--- src/rtl/flash_seq_pkg.sv ---
package flash_seq_pkg;

    typedef enum logic [1:0] {
        OP_PROG = 2'd0,
        OP_SECT = 2'd1,
        OP_BLK  = 2'd2,
        OP_CHIP = 2'd3
    } flash_op_e;

    typedef enum logic [1:0] {
        MD_BIT7   = 2'd0,
        MD_TOGGLE = 2'd1,
        MD_FIXED  = 2'd2,
        MD_FIXED2 = 2'd3
    } poll_mode_e;

    typedef enum logic [1:0] {
        AK_KEY_HI,
        AK_KEY_LO,
        AK_TARGET
    } addr_kind_e;

    typedef enum logic [2:0] {
        ST_IDLE,
        ST_UNLOCK,
        ST_RD_ISSUE,
        ST_RD_WAIT,
        ST_FIX_WAIT,
        ST_ABORT,
        ST_DONE,
        ST_FAIL
    } seq_state_e;

    localparam logic [14:0] KEY_ADDR_HI = 15'h5555;
    localparam logic [14:0] KEY_ADDR_LO = 15'h2AAA;
    localparam logic [7:0]  RESET_CMD   = 8'hF0;

    function automatic int max_of3(input int a, input int b, input int c);
        int m;
        m = (a > b) ? a : b;
        return (m > c) ? m : c;
    endfunction

    // Number of command writes for an operation.
    function automatic logic [2:0] seq_len(input flash_op_e op);
        return (op == OP_PROG) ? 3'd4 : 3'd6;
    endfunction

    // Command byte for write number k of the sequence.
    function automatic logic [7:0] cmd_byte(input flash_op_e op, input logic [2:0] k,
                                            input logic [7:0] d);
        logic [7:0] b;
        unique case (k)
            3'd0, 3'd3: b = 8'hAA;
            3'd1, 3'd4: b = 8'h55;
            3'd2:       b = (op == OP_PROG) ? 8'hA0 : 8'h80;
            default: begin
                unique case (op)
                    OP_SECT: b = 8'h30;
                    OP_BLK:  b = 8'h50;
                    default: b = 8'h10;
                endcase
            end
        endcase
        if (op == OP_PROG && k == 3'd3) b = d;
        return b;
    endfunction

    // Address kind for write number k of the sequence.
    function automatic addr_kind_e cmd_addr(input flash_op_e op, input logic [2:0] k);
        addr_kind_e a;
        unique case (k)
            3'd1, 3'd4: a = AK_KEY_LO;
            3'd3:       a = (op == OP_PROG) ? AK_TARGET : AK_KEY_HI;
            3'd5:       a = (op == OP_CHIP) ? AK_KEY_HI : AK_TARGET;
            default:    a = AK_KEY_HI;
        endcase
        return a;
    endfunction

endpackage

--- src/rtl/flash_seq_timer.sv ---
module flash_seq_timer #(
    parameter int TW = 8
) (
    input  logic          clk,
    input  logic          rst_n,
    input  logic          clr,
    input  logic [TW-1:0] limit,
    output logic          expired
);
    logic [TW-1:0] cnt_q;

    always_ff @(posedge clk) begin
        if (!rst_n || clr) begin
            cnt_q <= '0;
        end else if (cnt_q != '1) begin
            cnt_q <= cnt_q + 1'b1;
        end
    end

    assign expired = (cnt_q >= limit);
endmodule

--- src/rtl/flash_seq_status.sv ---
module flash_seq_status
    import flash_seq_pkg::*;
(
    input  poll_mode_e mode,
    input  logic       exp_b7,
    input  logic       rd_b7,
    input  logic       rd_b6,
    input  logic       prev_b6,
    input  logic       prev_ok,
    output logic       hit
);
    always_comb begin
        if (mode == MD_TOGGLE) begin
            hit = prev_ok && (rd_b6 == prev_b6);
        end else begin
            hit = (rd_b7 == exp_b7);
        end
    end
endmodule

--- src/rtl/flash_wr_seq.sv ---
module flash_wr_seq
    import flash_seq_pkg::*;
#(
    parameter int AW         = 20,
    parameter int CYC_PER_US = 100,
    parameter int TMO_PROG   = 20 * CYC_PER_US,
    parameter int TMO_ERASE  = 25000 * CYC_PER_US,
    parameter int TMO_CHIP   = 100000 * CYC_PER_US,
    parameter int WAIT_PROG  = 14 * CYC_PER_US,
    parameter int WAIT_ERASE = 18000 * CYC_PER_US,
    parameter int WAIT_CHIP  = 70000 * CYC_PER_US
) (
    input  logic          clk,
    input  logic          rst_n,
    input  logic          req_valid,
    output logic          req_ready,
    input  logic [1:0]    req_op,
    input  logic [1:0]    req_mode,
    input  logic [AW-1:0] req_addr,
    input  logic [7:0]    req_data,
    output logic          busy,
    output logic          done,
    output logic          error,
    output logic          fl_wr,
    output logic          fl_rd,
    output logic [AW-1:0] fl_addr,
    output logic [7:0]    fl_wdata,
    input  logic          fl_rvalid,
    input  logic [7:0]    fl_rdata
);
    localparam int MAXL = max_of3(max_of3(TMO_PROG, TMO_ERASE, TMO_CHIP),
                                  max_of3(WAIT_PROG, WAIT_ERASE, WAIT_CHIP), 1);
    localparam int TW = $clog2(MAXL + 1) + 1;
    localparam logic [TW-1:0] LIM_TP = TW'(TMO_PROG);
    localparam logic [TW-1:0] LIM_TE = TW'(TMO_ERASE);
    localparam logic [TW-1:0] LIM_TC = TW'(TMO_CHIP);
    localparam logic [TW-1:0] LIM_WP = TW'(WAIT_PROG);
    localparam logic [TW-1:0] LIM_WE = TW'(WAIT_ERASE);
    localparam logic [TW-1:0] LIM_WC = TW'(WAIT_CHIP);

    seq_state_e    state_q, state_d;
    flash_op_e     op_q;
    poll_mode_e    mode_q;
    logic [AW-1:0] addr_q;
    logic [7:0]    data_q;
    logic [2:0]    step_q;
    logic [1:0]    run_q;
    logic          prev_b6_q, prev_ok_q;

    logic          fixed_mode, expired, timer_clr, hit, exp_b7;
    logic [TW-1:0] limit;
    logic          unused_rd;

    assign unused_rd  = ^fl_rdata[5:0];
    assign fixed_mode = mode_q[1];
    assign exp_b7     = (op_q == OP_PROG) ? data_q[7] : 1'b1;
    assign timer_clr  = !(state_q inside {ST_RD_ISSUE, ST_RD_WAIT, ST_FIX_WAIT});

    always_comb begin
        unique case (op_q)
            OP_PROG: limit = fixed_mode ? LIM_WP : LIM_TP;
            OP_CHIP: limit = fixed_mode ? LIM_WC : LIM_TC;
            default: limit = fixed_mode ? LIM_WE : LIM_TE;
        endcase
    end

    flash_seq_timer #(.TW(TW)) u_timer (
        .clk     (clk),
        .rst_n   (rst_n),
        .clr     (timer_clr),
        .limit   (limit),
        .expired (expired)
    );

    flash_seq_status u_status (
        .mode    (mode_q),
        .exp_b7  (exp_b7),
        .rd_b7   (fl_rdata[7]),
        .rd_b6   (fl_rdata[6]),
        .prev_b6 (prev_b6_q),
        .prev_ok (prev_ok_q),
        .hit     (hit)
    );

    // State register
    always_ff @(posedge clk) begin
        if (!rst_n) state_q <= ST_IDLE;
        else        state_q <= state_d;
    end

    // Next-state logic
    always_comb begin
        state_d = state_q;
        unique case (state_q)
            ST_IDLE:     if (req_valid) state_d = ST_UNLOCK;
            ST_UNLOCK:   if (step_q == seq_len(op_q) - 3'd1)
                             state_d = fixed_mode ? ST_FIX_WAIT : ST_RD_ISSUE;
            ST_RD_ISSUE: state_d = expired ? ST_ABORT : ST_RD_WAIT;
            ST_RD_WAIT: begin
                if (expired)                          state_d = ST_ABORT;
                else if (fl_rvalid && hit && run_q == 2'd2) state_d = ST_DONE;
                else if (fl_rvalid)                   state_d = ST_RD_ISSUE;
            end
            ST_FIX_WAIT: if (expired) state_d = ST_DONE;
            ST_ABORT:    state_d = ST_FAIL;
            ST_DONE:     state_d = ST_IDLE;
            ST_FAIL:     state_d = ST_IDLE;
            default:     state_d = ST_IDLE;
        endcase
    end

    // Request context and polling history
    always_ff @(posedge clk) begin
        if (!rst_n) begin
            op_q      <= OP_PROG;
            mode_q    <= MD_BIT7;
            addr_q    <= '0;
            data_q    <= '0;
            step_q    <= '0;
            run_q     <= '0;
            prev_b6_q <= 1'b0;
            prev_ok_q <= 1'b0;
        end else if (state_q == ST_IDLE && req_valid) begin
            op_q      <= flash_op_e'(req_op);
            mode_q    <= poll_mode_e'(req_mode);
            addr_q    <= req_addr;
            data_q    <= req_data;
            step_q    <= '0;
            run_q     <= '0;
            prev_ok_q <= 1'b0;
        end else if (state_q == ST_UNLOCK) begin
            step_q <= step_q + 3'd1;
        end else if (state_q == ST_RD_WAIT && fl_rvalid && !expired) begin
            prev_b6_q <= fl_rdata[6];
            prev_ok_q <= 1'b1;
            run_q     <= hit ? run_q + 2'd1 : 2'd0;
        end
    end

    // Outputs
    always_comb begin
        req_ready = (state_q == ST_IDLE);
        busy      = (state_q != ST_IDLE);
        done      = (state_q == ST_DONE);
        error     = (state_q == ST_FAIL);
        fl_wr     = 1'b0;
        fl_rd     = 1'b0;
        fl_addr   = '0;
        fl_wdata  = '0;
        unique case (state_q)
            ST_UNLOCK: begin
                fl_wr    = 1'b1;
                fl_wdata = cmd_byte(op_q, step_q, data_q);
                unique case (cmd_addr(op_q, step_q))
                    AK_KEY_HI: fl_addr = AW'(KEY_ADDR_HI);
                    AK_KEY_LO: fl_addr = AW'(KEY_ADDR_LO);
                    default:   fl_addr = addr_q;
                endcase
            end
            ST_RD_ISSUE: begin
                fl_rd   = !expired;
                fl_addr = addr_q;
            end
            ST_ABORT: begin
                fl_wr    = 1'b1;
                fl_addr  = AW'(KEY_ADDR_HI);
                fl_wdata = RESET_CMD;
            end
            default: ;
        endcase
    end
endmodule

--- config.mk ---
export PLATFORM = sky130hd
export DESIGN_NAME = flash_wr_seq
export DESIGN_NICKNAME = d
export VERILOG_FILES = /design/src/rtl/flash_seq_pkg.sv /design/src/rtl/flash_seq_timer.sv /design/src/rtl/flash_seq_status.sv /design/src/rtl/flash_wr_seq.sv
export SDC_FILE = /design/constraint.sdc
export NUM_CORES = 1
export LEC_CHECK = 0
export CELL_PAD_IN_SITES_DETAIL_PLACEMENT = 0
export CELL_PAD_IN_SITES_GLOBAL_PLACEMENT = 2
export CORE_MARGIN = 3
export CORE_UTILIZATION = 30
export DETAILED_ROUTE_END_ITERATION = 10
export GPL_TIMING_DRIVEN = 0
export HOLD_SLACK_MARGIN = 0.02
export PLACE_DENSITY_LB_ADDON = 0.05
export SETUP_SLACK_MARGIN = 0.5
export SYNTH_ARGS = -nofsm -noshare
export SYNTH_HDL_FRONTEND = slang
export SYNTH_SLANG_ARGS = --single-unit
--- constraint.sdc ---
create_clock -name clk -period 4.5 [get_ports clk]
set_input_delay 0.9 -clock clk [delete_from_list [all_inputs] [get_ports clk]]
set_output_delay 0.9 -clock clk [all_outputs]
set_load 0.02 [all_outputs]
==> flow_metrics.tcl, run 1 <==
set metrics [dict create \
    status "finished, final reports clean" \
    crit_arrival_ps 3040 \
    final_max_slew_viol_count 0 \
    p_per_area_nw_per_um2 304.3 \
    grt_pass1_wl_mm 19.20 \
    layout-drive-gt1-share 0.09329 \
    setup_viol 0 \
    die-area_um2 14990 \
    grt_max_degree 14 \
    initial_utilization 0.3146 \
    multi_input_area_um2 2653 \
    port_buffers 70 \
    place_congestion 0.7436 \
    clk_pin_slew_ps 60 \
    finalPower_mw 1.678 \
    cts_made_buffers 9 \
    synth_top_area_cell "dfxtp_1" \
    io_pins 78 \
    async_flop_share 0 \
    area_growth_pct 35.66 \
    ys_ff_latch 67 \
    placed_area_um2 4982 \
    avgSynthCellArea_um2 7.835 \
    crit_type "register to output port" \
    ir_drop_mv 0.1690 \
    routed.top_layer "met4" \
    viasPerCell 4.908 \
    clk_path_buf_depth 2 \
    routed_wirelength_mm 11.82 \
    grt-ovfl-total 0 \
    antenna_found_initial 0 \
    first_pass_iters 5 \
    startpoint_type "register" \
    synth.top_cells.by_area "dfxtp_1 33%, ha_1 9.2%, nand2_1 8.3%" \
    syn_nets 593 \
    synth.most_common_cell "nand2_1" \
    root_buffer "clkbuf_16" \
    synth_edf_count 0 \
    worst_hold_slack_ps 463.1 \
    drc_errors 0 \
    fillerInstances 1354 \
    yosysWarningCount 0 \
    met2_wirelength_mm 5.245 \
    nets 680 \
    syn_inst 519 \
    wl_met3_um 572 \
    die_h_um 122.4 \
    slowest_delay_ps 360 \
    end_kind "output port" \
    worstPathRequired_ps 3600 \
    synth_ff_type "dfxtp_1" \
    n_antenna_cell 0 \
    cts.sinks 67 \
    seq_area_frac_synth 0.3298 \
    maxCapViolCount 0 \
    grtUsageTotal 0.1641 \
    final_hold_viol_count 0 \
    clkLatencyLatePin_ps 350 \
    tns_ps 0 \
    path_common_cell "a21oi_2" \
    grt_pass1_vias 3783 \
    grt_setup_unrepaired "true" \
    routedWlPerCell_um 15.10 \
    finalInstanceArea_um2 5517 \
    die_x_um 122.4 \
    crit_path_top_delay_cell "dfxtp_2" \
    crit_path_cell_trace "inv_1 > ha_4 > clkbuf_8 > nor2b_4 > or2_2 > ha_1 > a21oi_2 > o21ai_1 > a21oi_2 > o311ai_4 > a211oi_2 > and2_1 > buf_2" \
    postRouteAntennaNets 0 \
    p_leak_nw 2.420 \
    cp_max_fo 10 \
    regArea_um2 1344 \
    wl_met1_mm 5.934 \
    synth_cell_types 54 \
    period_needed_ps 3942 \
    relSlewSlack 0.4862 \
    cts.hold.buffers_added 0 \
    timing.fmax_mhz 253.7 \
    cts_tree "yes" \
    hpwl_mm 8.860 \
    coreArea_um2 12930 \
    yosysTopAreaCellShare 0.3298 \
    vias 3843 \
    hp-class "register to register" \
    post-route-period-util 0.8761 \
    syn_area_um2 4066 \
    drt_iter0_drc 188 \
    rows 41 \
    skew_ps 10.63 \
    cts_max_level 3 \
    synthTopCellsByCount "90 x nand2_1, 67 x dfxtp_1, 45 x nor2_1, 32 x a21boi_0, 30 x ha_1" \
    worstMarginPinSlew_ps 765.5 \
]
-- repair_timing --
action / 4_1_cts / 5_1_grt
pin swaps: 3 / 4
gates resized for setup: 32 / 27
cloned: 0 / 0
setup endpoints to repair: 21 / 19
setup buffers: 1 / 5
-- logic make-up after synthesis --
| kind of cell | synth area share |
|---|---|
| simple gates | 0.2471 |
| compound gates | 0.2160 |
| flops | 0.3298 |
| buf+inv | 0.04831 |
| fa+ha+maj | 0.09231 |
| xor+xnor | 0.04523 |
| mux | 0.02123 |
-- path summary, 6_finish.rpt --
check / startpoint / to / slack (ps) / cells after the start
hold reg to reg: data_q[6] / data_q[6] / 460 / 2
hold / removal: data_q[6] / data_q[6] / 460 / 2
setup reg to reg: op_q[0] / run_q[0] / 1690 / 12
setup / recovery: op_q[0] / fl_rd / 560 / 13
-- stage by stage --
step	utilization	setup slack (ps)	std cells
floorplan	-	829.8	519
global placement	0.3854	-204.9	761
detailed placement	0.3854	-243.1	761
CTS	0.4186	399.1	778
global route	0.4267	411.0	783
finish	0.4267	557.6	783
-- sequential cells by signal, indices dropped and copies added (netlist names) --
name           flops
state_q            3
prev_ok_q          1
step_q             3
addr_q            20
op_q               2
mode_q             2
run_q              2
prev_b6_q          1
u_timer.cnt_q     25
data_q             8
-- layer usage --
metal  vias up  global-route usage
li1       1981                   -
met1      1792              0.2250
met2        65              0.2473
met3         5             0.05945
met4         0             0.03569
met5         -                   0
-- cells in the final DEF, fill, tap and decap left out, types with 17 or more instances in the layout --
cell type / netlist / routed
dfxtp_1: 67 / 65
a21o_1: 17 / 17
a21oi_1: 24 / 18
inv_1: 25 / 25
nor2_1: 45 / 45
nand2_1: 90 / 90
clkbuf_1: 25 / 21
o21ai_0: 18 / 17
clkdlybuf4s50_1: 0 / 52
a21boi_0: 32 / 32
dlymetal6s2s_1: 0 / 17
ha_1: 30 / 29
nand3_1: 18 / 18
-- where the power goes --
group          switching, mW  internal (mW)
Clock                  0.304          0.449
Sequential            0.0126          0.613
Combinational          0.156          0.143
Total                  0.473           1.21
-- area by class of cell --
class,instances,area share
Inverter,25,0.01701
Sequential cell,67,0.2436
Clock inverter,6,0.01293
Buffer,26,0.02132
Timing Repair Buffer,76,0.1420
Clock buffer,10,0.04332
Multi-Input combinational cell,401,0.4808
Tap cell,172,0.03901
-- worst max-delay path: cells and delay by family (launching register included) --
family,cells,cell delay [ps]
DFF,1,360
buffers and inverters,3,420
AOI/OAI and AO/OA,5,720
adders and majority gates,2,570
and+or+nand+nor,3,620
(Power assumes the default switching activity.)
==> run 2: changes to the inputs <==
Settings changed: REMOVE_ABC_BUFFERS set to 1.
==> flow_metrics.tcl, run 2 (synthesized netlist as in run 1, its figures left out) <==
set metrics [dict create \
    status "finished, final reports clean" \
    maxCapViolCount 0 \
    rows 41 \
    cp-startpoint "op_q[1]" \
    p_per_area_nw_per_um2 296.7 \
    crit_arrival_ps 2960 \
    final_hold_viol_count 0 \
    final_max_slew_viol_count 0 \
    n_antenna_cell 0 \
    die-area_um2 14990 \
    stdcell_count 763 \
    layout-drive-gt1-share 0.09983 \
    crit_type "register to output port" \
    regArea_um2 1348 \
    cts.sinks 67 \
    largest_reg_flops 25 \
    clk_path_buf_depth 2 \
    nets 662 \
    clk_pin_slew_ps 50 \
    cts_tree "yes" \
    place_inst 737 \
    clkLatencyLatePin_ps 340 \
    port_buffers 71 \
    most-common-layout-cells "89 x nand2_1, 64 x dfxtp_1, 61 x clkdlybuf4s50_1" \
    relSlewSlack 0.1969 \
    post-route-period-util 0.8569 \
    antenna_found_initial 0 \
    worstMarginPinSlew_ps 1205 \
    end_kind "output port" \
    multi_input_area_um2 2665 \
    routed_wirelength_mm 11.32 \
    drc_errors 0 \
    root_buffer "clkbuf_16" \
    top_register "u_timer.cnt_q" \
    routedWlPerCell_um 14.84 \
    timing.fmax_mhz 259.3 \
    die_h_um 122.4 \
    utilization 0.4226 \
    viasPerCell 4.916 \
    initial_utilization 0.3146 \
    grtUsageTotal 0.1556 \
    cts_made_buffers 9 \
    grt_pass1_wl_mm 18.31 \
    setup_viol 0 \
    area_growth_pct 34.34 \
    tns_ps 0 \
    finalPower_mw 1.621 \
    postRouteAntennaNets 0 \
    worstPathRequired_ps 3600 \
    io_pins 78 \
    period_needed_ps 3856 \
    die_x_um 122.4 \
    largestRegisters "u_timer.cnt_q x25, addr_q x20, data_q x8" \
    grt_max_degree 45 \
    coreArea_um2 12930 \
    drt_iter0_drc 192 \
    p_leak_nw 2.250 \
    cts_max_level 3 \
    cp_max_fo 7 \
    grt_pass1_vias 3644 \
    place_congestion 0.7369 \
    grt_setup_unrepaired "true" \
    reg2reg_from "op_q[1]" \
    skew_ps 7.544 \
    fillerInstances 1395 \
    mostFrequentLayoutCell "nand2_1" \
    grt-ovfl-total 0 \
    first_pass_iters 4 \
    worstHoldStart "addr_q[15]" \
    hp-class "register to register" \
    startpoint_type "register" \
    cts.hold.buffers_added 0 \
    vias 3751 \
    hpwl_mm 7.942 \
    ir_drop_mv 0.1197 \
]
-- run 2: cell types whose count changed in the layout (fill, tap and decap cells not counted), sizes merged --
cell / previous run / this run
dlymetal6s2s: 17 / 8
clkbuf: 34 / 11
buf: 9 / 15
clkdlybuf4s50: 52 / 61
clkinvlp: 2 / 0
clkinv: 1 / 2
inv: 27 / 25
-- run 2: what timing repair did --
action / 4_1_cts / 5_1_grt
endpoints found under the setup margin: 21 / 21
pin swaps: 2 / 7
resized for setup: 27 / 14
hold endpoints to repair: 0 / 0
buffers inserted: 2 / 9
-- run 2: final timing paths --
check	end	slack [ps]	cells after the start
worst max register to register	run_q[1]	1730	12
worst max-delay path	fl_rd	640	12
worst min-delay path	addr_q[15]	460	2
worst min register to register	addr_q[15]	460	2
-- run 2: area by class of cell --
class,instances,area share
multi-input combinational,401,0.4879
clock buffer,11,0.04443
clock inverter,3,0.007329
timing repair buffer,84,0.1571
tap,172,0.03940
inverter,25,0.01718
sequential,67,0.2467
-- run 2: metal layers --
layer / part of all wire / GRT usage / up-vias / wire length [µm]
met5: 0 / 0 / - / 0
met4: 0.014 / 0.06158 / 0 / 161
met3: 0.040 / 0.04101 / 12 / 448
met2: 0.44 / 0.2343 / 50 / 4993
met1: 0.50 / 0.2121 / 1750 / 5717
li1: - / - / 1939 / -
-- run 2: per-stage QoR --
step           hold slack (ps)  setup slack [ps]  area, µm²
2_1_floorplan            438.8             964.6       3964
3_3_place_gp             451.9            -42.36       4890
3_5_place_dp             456.3            -66.51       4903
4_1_cts                  464.1             438.5       5318
5_1_grt                  481.2             456.9       5463
6_report                 462.2             644.0       5463
-- run 2: worst max-delay path, stage by stage (launching register included) --
cell	delay, ps
dfxtp_1	370
inv_1	110
ha_4	290
nor2b_4	140
or2_2	300
ha_1	300
a21oi_1	60
o21ai_0	220
a21oi_2	70
o311ai_4	300
a211oi_2	130
and2_1	180
buf_2	150
-- run 2: power by group --
part / internal [mW] / leakage, nW / total [mW] / switching [mW]
logic: 0.145 / 1.56 / 0.292 / 0.148
registers: 0.614 / 0.547 / 0.631 / 0.0176
clock network: 0.436 / 0.141 / 0.697 / 0.261
==> run 3: changes to the inputs <==
Settings changed: CORE_MARGIN 3 to 5, CORE_UTILIZATION 30 to 27.
Clock period 4.5 ns to 3.1 ns, I/O delays scaled along.
==> flow_metrics.tcl, run 3 (synthesized netlist as in run 1, its figures left out) <==
set metrics [dict create \
    largestRegisters "u_timer.cnt_q x25, addr_q x20, data_q x8" \
    worstMarginPinSlew_ps 805.4 \
    critPathBufInv 3 \
    clk_pin_slew_ps 60 \
    initial_utilization 0.2777 \
    slowest_delay_ps 360 \
    mostFrequentLayoutCell "nand2_1" \
    cp_max_fo 6 \
    multi_input_area_um2 2925 \
    setup_viol 1 \
    holdPathStages 2 \
    reg2reg_from "op_q[1]" \
    r2r_setup_slack_ps 480 \
    grt_pass1_wl_mm 20.73 \
    period_needed_ps 3393 \
    worstPathRequired_ps 2480 \
    viasPerCell 4.807 \
    port_buffers 71 \
    status "finished, violations left" \
    routed_wirelength_mm 12.54 \
    timing.fmax_mhz 294.7 \
    grt_max_degree 45 \
    cts.hold.buffers_added 0 \
    min_to "addr_q[16]" \
    die_h_um 132.7 \
    p_leak_nw 2.451 \
    r2r-end "state_q[1]" \
    ir_drop_mv 0.2360 \
    cts_max_level 3 \
    fillerInstances 1483 \
    most-common-layout-cells "87 x nand2_1, 58 x dfxtp_1, 44 x buf_4" \
    drt_iter0_drc 157 \
    area_growth_pct 49.45 \
    final_max_slew_viol_count 0 \
    regArea_um2 1370 \
    grt_pass1_vias 3894 \
    layout-drive-gt1-share 0.2667 \
    post-route-period-util 1.095 \
    cts_tree "yes" \
    path_delay_family "compound AO/OA/AOI/OAI gates" \
    die_x_um 132.7 \
    final_hold_viol_count 0 \
    rows 44 \
    io_pins 78 \
    utilization 0.4150 \
    hp-class "register to register" \
    routedWlPerCell_um 15.41 \
    relSlewSlack 0.4612 \
    fin_ws_ps -293.3 \
    first_pass_iters 4 \
    crit_arrival_ps 2770 \
    crit_path_cell_trace "buf_4 > ha_4 > buf_4 > a211oi_4 > or2_4 > ha_4 > a21oi_4 > o21ai_2 > a21oi_2 > o311ai_4 > a211oi_2 > and2_4 > buf_6" \
    nets 699 \
    cts.sinks 67 \
    stdcell_count 814 \
    end_kind "output port" \
    crit_type "register to output port" \
    startpoint_type "register" \
    grtUsageTotal 0.1466 \
    worstHoldStart "addr_q[16]" \
    place_inst 749 \
    cts_made_buffers 9 \
    postRouteAntennaNets 0 \
    antenna_found_initial 0 \
    maxCapViolCount 0 \
    n_antenna_cell 0 \
    vias 3913 \
    skew_ps 4.595 \
    die-area_um2 17610 \
    root_buffer "clkbuf_16" \
    r2r_cells 13 \
    crit_path_top_delay_cell "dfxtp_4" \
    violations "setup timing" \
    grt-ovfl-total 0 \
    hpwl_mm 8.472 \
    p_per_area_nw_per_um2 414.1 \
    place_congestion 0.7406 \
    cp.depth 13 \
    clk_path_buf_depth 2 \
    top_register "u_timer.cnt_q" \
    grt_setup_unrepaired "true" \
    coreArea_um2 14640 \
    drc_errors 0 \
    clkLatencyLatePin_ps 340 \
    largest_reg_flops 25 \
]
## run 3: cell count changes in the layout (fill, tap and decap cells not counted), moves of 8 or more
cell / delta
ha_4: +8
clkdlybuf4s50_1: -20
buf_4: +34
buf_6: +26
ha_1: -9
## run 3: per-stage QoR
step | setup TNS [ps] | setup WS, ps | total power [mW] | hold WS, ps | cell area [µm²]
4_1_cts | -426.4 | -328.1 | 2.518 | 465.0 | 5688
3_3_place_gp | -39410 | -1201 | 1.323 | 450.0 | 4905
3_5_place_dp | -17660 | -1194 | 1.325 | 457.0 | 4921
6_report | -293.3 | -293.3 | 2.516 | 459.8 | 6077
5_1_grt | -498.7 | -462.9 | 2.651 | 482.5 | 6077
2_1_floorplan | -155.4 | -155.4 | 1.146 | 438.8 | 3964
## run 3: power breakdown
part | leakage [nW] | switching [mW] | internal, mW
Combinational | 1.75 | 0.253 | 0.261
Clock | 0.148 | 0.401 | 0.689
Sequential | 0.551 | 0.0242 | 0.888
## run 3: cell type report
cell class / instances / area share
clock buffers: 13 / 0.04447
clock inverters: 3 / 0.007412
inverters: 25 / 0.01688
multi-input cells: 401 / 0.4814
flip-flops and latches: 67 / 0.2254
well taps: 184 / 0.03788
repair buffers: 121 / 0.1865
## run 3: worst max path at each step
stage | from | end | slack (ps)
4_1_cts | op_q[1] | fl_rd | -330
3_3_place_gp | op_q[0] | fl_rd | -1200
5_1_grt | op_q[1] | fl_rd | -460
3_5_place_dp | op_q[1] | fl_rd | -1190
2_1_floorplan | op_q[0] | fl_rd | -160
6_report | op_q[1] | fl_rd | -290
## run 3: what timing repair did
action	4_1_cts	5_1_grt
setup endpoints to repair	37	43
endpoints found under the hold margin	0	0
gates resized for setup	161	100
setup buffers	24	25
pin swaps	17	18
## run 3: routing by layer
layer	wire, µm	part of all wire	global-route usage	up-vias
met5	0	0	0	-
met4	146	0.012	0.03637	0
met3	622	0.050	0.05391	12
met2	5865	0.47	0.2326	55
met1	5910	0.47	0.1894	1841
li1	-	-	-	2005
## run 3: worst reg2reg max path: stages (launching register included)
cell and delay [ps]:
dfxtp_4 370, inv_4 50, ha_4 310, nor2b_4 190, a21oi_2 60, ha_4 260, nand4b_1 180, or3_4 420
nor3_4 160, a211oi_2 110, buf_4 160, buf_6 110, buf_6 100, o2bb2ai_2 90
